File: src/rtl/mrd_pkg.sv
package mrd_pkg;
  localparam int ADDR_W   = 30;
  localparam int GRAN_W   = 16;
  localparam int BASE_W   = ADDR_W - GRAN_W;
  localparam int SZ_W     = 5;
  localparam int N_DRAM   = 4;
  localparam int N_LB     = 4;
  localparam int N_PCI    = 3;
  localparam int N_PROG   = N_DRAM + N_LB + N_PCI;
  localparam int N_FIXED  = 2;
  localparam int N_SEL    = N_PROG + N_FIXED;
  localparam int IDX_W    = 4;
  localparam int FLASH_IDX = N_PROG;
  localparam int REG_SZ   = 20;
  localparam logic [ADDR_W-1:0] REG_BASE = 30'h3FF0_0000;
  localparam int SZ_MIN   = GRAN_W;
  localparam int SZ_MAX   = ADDR_W;
  localparam int DRAM_SZ_MIN = 22;
  localparam int DRAM_SZ_MAX = 26;

  typedef struct packed {
    logic              en;
    logic [1:0]        width;
    logic [SZ_W-1:0]   sz;
    logic [BASE_W-1:0] base;
  } region_cfg_t;

  function automatic logic [SZ_W-1:0] clamp_sz(logic [SZ_W-1:0] v, int lo, int hi);
    if (int'(v) < lo)      return SZ_W'(lo);
    else if (int'(v) > hi) return SZ_W'(hi);
    else                   return v;
  endfunction

  function automatic logic [ADDR_W-1:0] size_mask(logic [SZ_W-1:0] sz);
    logic [ADDR_W-1:0] m;
    for (int i = 0; i < ADDR_W; i++) m[i] = (i >= int'(sz));
    return m;
  endfunction
endpackage

File: src/rtl/mrd_cfg_regs.sv
module mrd_cfg_regs
  import mrd_pkg::*;
(
  input  logic                         clk,
  input  logic                         rst_n,
  input  logic                         cfg_we,
  input  logic [IDX_W-1:0]             cfg_idx,
  input  logic [31:0]                  cfg_wdata,
  output region_cfg_t [N_PROG-1:0]     regions,
  output logic [SZ_W-1:0]              flash_sz
);
  region_cfg_t [N_PROG-1:0] regions_d;
  logic [N_PROG-1:0]        reg_en;
  logic [SZ_W-1:0]          flash_sz_d;
  logic                     flash_en;
  logic [SZ_W-1:0]          raw_sz;
  logic [1:0]               raw_w;

  assign raw_sz = cfg_wdata[20:16];
  assign raw_w  = (cfg_wdata[25:24] == 2'd3) ? 2'd2 : cfg_wdata[25:24];

  for (genvar i = 0; i < N_PROG; i++) begin : g_reg
    assign reg_en[i] = cfg_we && (cfg_idx == IDX_W'(i));
    always_comb begin
      regions_d[i].en    = cfg_wdata[31];
      regions_d[i].width = (i >= N_DRAM && i < N_DRAM + N_LB) ? raw_w : 2'd0;
      regions_d[i].base  = cfg_wdata[BASE_W-1:0];
      if (i < N_DRAM) regions_d[i].sz = clamp_sz(raw_sz, DRAM_SZ_MIN, DRAM_SZ_MAX);
      else            regions_d[i].sz = clamp_sz(raw_sz, SZ_MIN, SZ_MAX);
    end
    always_ff @(posedge clk or negedge rst_n) begin
      if (!rst_n)         regions[i] <= '0;
      else if (reg_en[i]) regions[i] <= regions_d[i];
    end
  end

  assign flash_en   = cfg_we && (cfg_idx == IDX_W'(FLASH_IDX));
  assign flash_sz_d = clamp_sz(raw_sz, SZ_MIN, SZ_MAX);

  always_ff @(posedge clk or negedge rst_n) begin
    if (!rst_n)        flash_sz <= SZ_W'(SZ_MIN);
    else if (flash_en) flash_sz <= flash_sz_d;
  end


  dram_sz_range_chk: assert property (@(posedge clk) disable iff (!rst_n)
    !regions[0].en || (int'(regions[0].sz) >= DRAM_SZ_MIN && int'(regions[0].sz) <= DRAM_SZ_MAX));

  flash_sz_range_chk: assert property (@(posedge clk) disable iff (!rst_n)
    int'(flash_sz) >= SZ_MIN && int'(flash_sz) <= SZ_MAX);
endmodule

File: src/rtl/mrd_match.sv
module mrd_match
  import mrd_pkg::*;
(
  input  logic [ADDR_W-1:0]        addr,
  input  region_cfg_t [N_PROG-1:0] regions,
  input  logic [SZ_W-1:0]          flash_sz,
  output logic                     reg_hit,
  output logic                     flash_hit,
  output logic [N_PROG-1:0]        prog_hit
);
  localparam logic [ADDR_W-1:0] REG_MASK = ~((ADDR_W'(1) << REG_SZ) - ADDR_W'(1));

  assign reg_hit   = ((addr ^ REG_BASE) & REG_MASK) == '0;
  assign flash_hit = (addr & size_mask(flash_sz)) == '0;

  for (genvar i = 0; i < N_PROG; i++) begin : g_cmp
    logic [ADDR_W-1:0] base_full;
    assign base_full   = {regions[i].base, {GRAN_W{1'b0}}};
    assign prog_hit[i] = regions[i].en &&
                         (((addr ^ base_full) & size_mask(regions[i].sz)) == '0);
  end
endmodule

File: src/rtl/mrd_prio.sv
module mrd_prio
  import mrd_pkg::*;
(
  input  logic                      reg_hit,
  input  logic                      flash_hit,
  input  logic [N_PROG-1:0]         prog_hit,
  input  region_cfg_t [N_PROG-1:0]  regions,
  output logic [N_SEL-1:0]          sel,
  output logic [1:0]                width,
  output logic                      miss
);
  always_comb begin
    logic found;
    sel   = '0;
    width = 2'd0;
    found = 1'b0;
    if (reg_hit) begin
      sel[0] = 1'b1;
      found  = 1'b1;
    end else if (flash_hit) begin
      sel[1] = 1'b1;
      found  = 1'b1;
    end
    for (int i = 0; i < N_PROG; i++) begin
      if (prog_hit[i] && !found) begin
        sel[i+N_FIXED] = 1'b1;
        width          = regions[i].width;
        found          = 1'b1;
      end
    end
    miss = !found;
  end
endmodule

File: src/rtl/mem_region_decoder.sv
module mem_region_decoder
  import mrd_pkg::*;
(
  input  logic              clk,
  input  logic              rst_n,
  input  logic              cfg_we,
  input  logic [3:0]        cfg_idx,
  input  logic [31:0]       cfg_wdata,
  input  logic              req_valid,
  input  logic [29:0]       req_addr,
  output logic              sel_valid,
  output logic [12:0]       sel_onehot,
  output logic [1:0]        sel_lb_width,
  output logic              dec_err
);
  logic [1:0]               rst_sync;
  logic                     rst_int_n;
  region_cfg_t [N_PROG-1:0] regions;
  logic [SZ_W-1:0]          flash_sz;
  logic                     reg_hit, flash_hit, miss;
  logic [N_PROG-1:0]        prog_hit;
  logic [N_SEL-1:0]         sel_d;
  logic [1:0]               width_d;
  logic                     valid_d, err_d;
  logic [N_SEL-1:0]         sel_gated;
  logic [1:0]               width_gated;

  always_ff @(posedge clk or negedge rst_n) begin
    if (!rst_n) rst_sync <= 2'b00;
    else        rst_sync <= {rst_sync[0], 1'b1};
  end
  assign rst_int_n = rst_sync[1];

  mrd_cfg_regs u_cfg (
    .clk      (clk),
    .rst_n    (rst_int_n),
    .cfg_we   (cfg_we),
    .cfg_idx  (cfg_idx),
    .cfg_wdata(cfg_wdata),
    .regions  (regions),
    .flash_sz (flash_sz)
  );

  mrd_match u_match (
    .addr     (req_addr),
    .regions  (regions),
    .flash_sz (flash_sz),
    .reg_hit  (reg_hit),
    .flash_hit(flash_hit),
    .prog_hit (prog_hit)
  );

  mrd_prio u_prio (
    .reg_hit  (reg_hit),
    .flash_hit(flash_hit),
    .prog_hit (prog_hit),
    .regions  (regions),
    .sel      (sel_d),
    .width    (width_d),
    .miss     (miss)
  );

  always_comb begin
    valid_d     = req_valid;
    err_d       = req_valid && miss;
    sel_gated   = req_valid ? sel_d : '0;
    width_gated = req_valid ? width_d : 2'd0;
  end

  always_ff @(posedge clk or negedge rst_int_n) begin
    if (!rst_int_n) begin
      sel_valid    <= 1'b0;
      sel_onehot   <= '0;
      sel_lb_width <= 2'd0;
      dec_err      <= 1'b0;
    end else begin
      sel_valid    <= valid_d;
      sel_onehot   <= sel_gated;
      sel_lb_width <= width_gated;
      dec_err      <= err_d;
    end
  end


  onehot_sel_chk: assert property (@(posedge clk) disable iff (!rst_int_n)
    $onehot0(sel_onehot));

  err_no_sel_chk: assert property (@(posedge clk) disable iff (!rst_int_n)
    dec_err |-> (sel_valid && sel_onehot == '0));

  hit_or_err_chk: assert property (@(posedge clk) disable iff (!rst_int_n)
    sel_valid |-> ($countones(sel_onehot) == (dec_err ? 0 : 1)));

  req_latency_chk: assert property (@(posedge clk) disable iff (!rst_int_n)
    req_valid |=> sel_valid);

  idle_quiet_chk: assert property (@(posedge clk) disable iff (!rst_int_n)
    !req_valid |=> (!sel_valid && !dec_err && sel_onehot == '0));

  reg_space_chk: assert property (@(posedge clk) disable iff (!rst_int_n)
    (req_valid && req_addr[29:20] == 10'h3FF) |=> sel_onehot[0]);

  width_lb_only_chk: assert property (@(posedge clk) disable iff (!rst_int_n)
    (sel_lb_width != 2'd0) |-> (sel_onehot[N_FIXED+N_DRAM +: N_LB] != '0));
endmodule

File: config.mk
export PLATFORM = sky130hd
export DESIGN_NAME = mem_region_decoder
export DESIGN_NICKNAME = d
export VERILOG_FILES = /design/src/rtl/mrd_pkg.sv /design/src/rtl/mrd_cfg_regs.sv /design/src/rtl/mrd_match.sv /design/src/rtl/mrd_prio.sv /design/src/rtl/mem_region_decoder.sv
export SDC_FILE = /design/constraint.sdc
export NUM_CORES = 1
export LEC_CHECK = 0
export ABC_AREA = 1
export CAP_MARGIN = 20
export CORE_ASPECT_RATIO = 1.1
export CORE_MARGIN = 3
export CORE_UTILIZATION = 55
export CTS_BUF_LIST = sky130_fd_sc_hd__clkbuf_4 sky130_fd_sc_hd__clkbuf_8 sky130_fd_sc_hd__clkbuf_16
export CTS_CLUSTER_DIAMETER = 40
export CTS_CLUSTER_SIZE = 8
export DETAILED_ROUTE_END_ITERATION = 6
export PLACE_DENSITY = 0.8
export SYNTH_ARGS = -nofsm -noshare
export SYNTH_HDL_FRONTEND = slang
export SYNTH_SLANG_ARGS = --single-unit
export TNS_END_PERCENT = 50
File: constraint.sdc
create_clock -name clk -period 7.75 [get_ports clk]
set_clock_uncertainty 0.05 [all_clocks]
set_input_delay 1.1625 -clock clk [delete_from_list [all_inputs] [get_ports clk]]
set_output_delay 1.1625 -clock clk [all_outputs]
set_load 0.02 [all_outputs]
==> impl_metrics.yaml <==
floorplanning:
  ios: 87
  coreArea_sq_um: 27400
  dieArea_sq_um: 30400
  rows: 63
  die_x_microns: 166
  chipHeight_microns: 182
  start_util: 0.568
clock_tree:
  cts_inserted_buffers: 46
  cts_resized: 0
  cts_buffer_depth: 3
  cts_setup_buffers: 0
  ctsHoldBuffers: 0
  cts_sinks: 252
  clock_latency_ns: 0.54
  cts_tree: "built"
  ctsHtreeMaxLevel: 2
  ctsRootBufferMaster: "clkbuf_16"
  clk_pin_slew_ns: 0.05
timing:
  timing.final.crit_share: 0.501
  rsz0062_at_grt: "false"
  fin_ws_ns: 3.87
  finalMaxSlewViolations: 0
  fin_setup_tns_ns: 0
  final_hold_viol_count: 0
  timing.fmax_mhz: 257
  finalSetupViolCount: 0
  relSlewSlack: 0.245
  finalCriticalPeriod_ns: 3.88
  worstMarginPinSlew_ns: 1.13
power_and_ir_drop:
  finalPower_w: 0.00508
  p_per_area_nw_per_um2: 281
  p_leak_nw: 8.71
  peakVddDrop_mv: 0.225
detailed_routing:
  drc: 0
  dr.pass1.iters: 6
  drt_wl_total_mm: 62.4
  avgRoutedWirePerCell_microns: 23.6
  route.vias.total: 16100
  drt_iter0_drc: 2253
  via_per_inst: 6.10
  ant_nets: 0
global_route:
  grt_pass1_vias: 15300
  grt_max_degree: 74
  antenna_found_initial: 2
  grt_pass1_wl_mm: 93.5
  grt_usage: 0.405
  overflow: 0
placed_design:
  place_congestion: 0.965
  post_dp_cell_area_sq_um: 16500
  portBuffers: 76
  post-place-ws_ns: 3.53
  place_inst: 2560
  dp_hpwl_mm: 40.5
worst_setup_path:
  crit_type: "input port to flip-flop"
  cp.arrival_ns: 4.27
  ff2ff_path_depth: 15
  cp_data_required_time_ns: 8.14
  crit_path_start_kind: "input port"
  path_max_fanout: 11
  end_kind: "flip-flop"
layout:
  drive_gt1_frac: 0.0676
  nNetsFinal: 2321
  stdcell_area_sq_um: 18000
  instances_no_fill: 2638
  syn_to_final_growth_pct: 15.8
synth:
  postSynthAreaPerCell_sq_um: 7.12
  syn-instance-count: 2187
  synth.distinct_cells: 50
  synth-seq-cells: 252
  yosysWarnings: 0
  syn-cell-area_sq_um: 15600
  synth_fp_nets: 2257
  yosysSeqAreaShare: 0.405
min_path:
  hold_depth: 0
  hold_class: "flip-flop to flip-flop"
job:
  maxCapViolations: 0
run_status:
  run_status: "complete, no violations"
critical path: stages:
cell and delay (ns):
clkdlybuf4s50_1 1.22, inv_1 0.36, nor2_1 0.19, nand2_1 0.07, nand2_1 0.05, nor2_1 0.04, nand2_1 0.05, nor2_1 0.05
nand3_2 0.09, nand3_4 0.09, nor2_4 0.29, nand4_4 0.19, nor2_2 0.16, nand4_1 0.09, nor2_1 0.14
per-stage QoR:
step	hold WS (ns)	utilization
floorplan	0.281	-
global placement	0.294	0.601
detailed placement	0.287	0.601
CTS	0.309	0.657
global route	0.324	0.657
finish	0.311	0.658
where the power goes:
group / switching [W] / internal, W / leakage [nW]
logic: 0.000822 / 0.000426 / 4.83
registers: 0.000247 / 0.00157 / 3.12
clock network: 0.000677 / 0.00134 / 0.759
total: 0.00175 / 0.00333 / 8.71
metal layers:
| metal | part of all wire | track usage | up-vias |
|---|---|---|---|
| li1 | - | - | 7275 |
| met1 | 0.39 | 0.539 | 7503 |
| met2 | 0.41 | 0.593 | 1024 |
| met3 | 0.11 | 0.0890 | 290 |
| met4 | 0.088 | 0.277 | 0 |
| met5 | 0 | 0 | - |
path summary, 6_finish.rpt:
path | slack (ns) | endpoint | start
max | 3.87 | sel_onehot[12] | req_addr[8]
min | 0.31 | rst_sync[1] | rst_sync[0]
max reg2reg | 5.21 | sel_onehot[12] | u_cfg.regions[80]
min reg2reg | 0.31 | rst_sync[1] | rst_sync[0]
max in group asynchronous | 5.72 | u_cfg.regions[155] | rst_sync[1]
min in group asynchronous | 0.41 | u_cfg.regions[66] | rst_sync[1]
placed cells by master, fill, tap and decap left out, drive strengths merged, types with 9 or more instances in the layout:
cell / synthesis / routed
a21oi: 52 / 52
buf: 47 / 30
clkbuf: 42 / 62
clkdlybuf4s50: 0 / 75
clkinv: 3 / 9
dfrtp: 251 / 251
inv: 214 / 215
nand2: 634 / 634
nand3: 104 / 104
nand4: 28 / 28
nor2: 215 / 215
nor3: 28 / 28
nor4: 9 / 9
o211ai: 21 / 21
o21ai: 354 / 354
o22ai: 10 / 10
xnor2: 32 / 32
xor2: 82 / 82
synth_stat cells, drive strengths merged:
cell type	number	area [sq um]
xnor2	32	280
a31oi	7	43.8
o41ai	2	17.5
nor2	215	867
o211ai	21	158
inv	214	803
o21ai	354	1770
dfstp	1	26.3
a221oi	4	35.0
a21boi	1	7.51
o2111a	2	22.5
o21a	2	15.0
buf	47	345
a211oi	6	45.0
conb	1	3.75
o311ai	3	26.3
o22ai	10	62.6
dfrtp	251	6280
a32oi	1	8.76
or2	4	25.0
nand3b	4	30.0
nand2	634	2390
clkbuf	42	159
o211a	1	10.0
o2111ai	3	26.3
a32o	1	10.0
nor3b	2	15.0
a21oi	52	260
nand3	104	573
o221ai	6	52.6
clkinv	3	12.5
o31ai	6	45.0
nor3	28	145
nand4	28	190
nor4	9	56.3
o21bai	4	30.0
xor2	82	718
final cells by class:
class / instances / area [sq um]
well taps: 357 / 447
inverters: 217 / 816
repair buffers: 105 / 973
multi-input cells: 1629 / 7950
diodes: 2 / 5.00
fillers: 2455 / 9390
flip-flops and latches: 252 / 6310
clock inverters: 14 / 185
clock buffers: 62 / 1350
state kept, by name, summed over array words and instances (netlist names):
register	flops
u_cfg.flash_sz	5
sel_lb_width	2
dec_err	1
u_cfg.regions	228
sel_valid	1
rst_sync	2
sel_onehot	13
kinds of logic (layout without fill, tap and decap cells):
logic type             after synthesis  in the layout  share of synthesized area
AND/OR/NAND/NOR                   1028           1028                      0.276
flip-flops                         252            252                      0.405
buffers and inverters              306            398                     0.0848
AO/OA/AOI/OAI                      486            486                      0.170
XOR/XNOR                           114            114                     0.0641
other                                1              3                   0.000241
(Power assumes the default switching activity.)
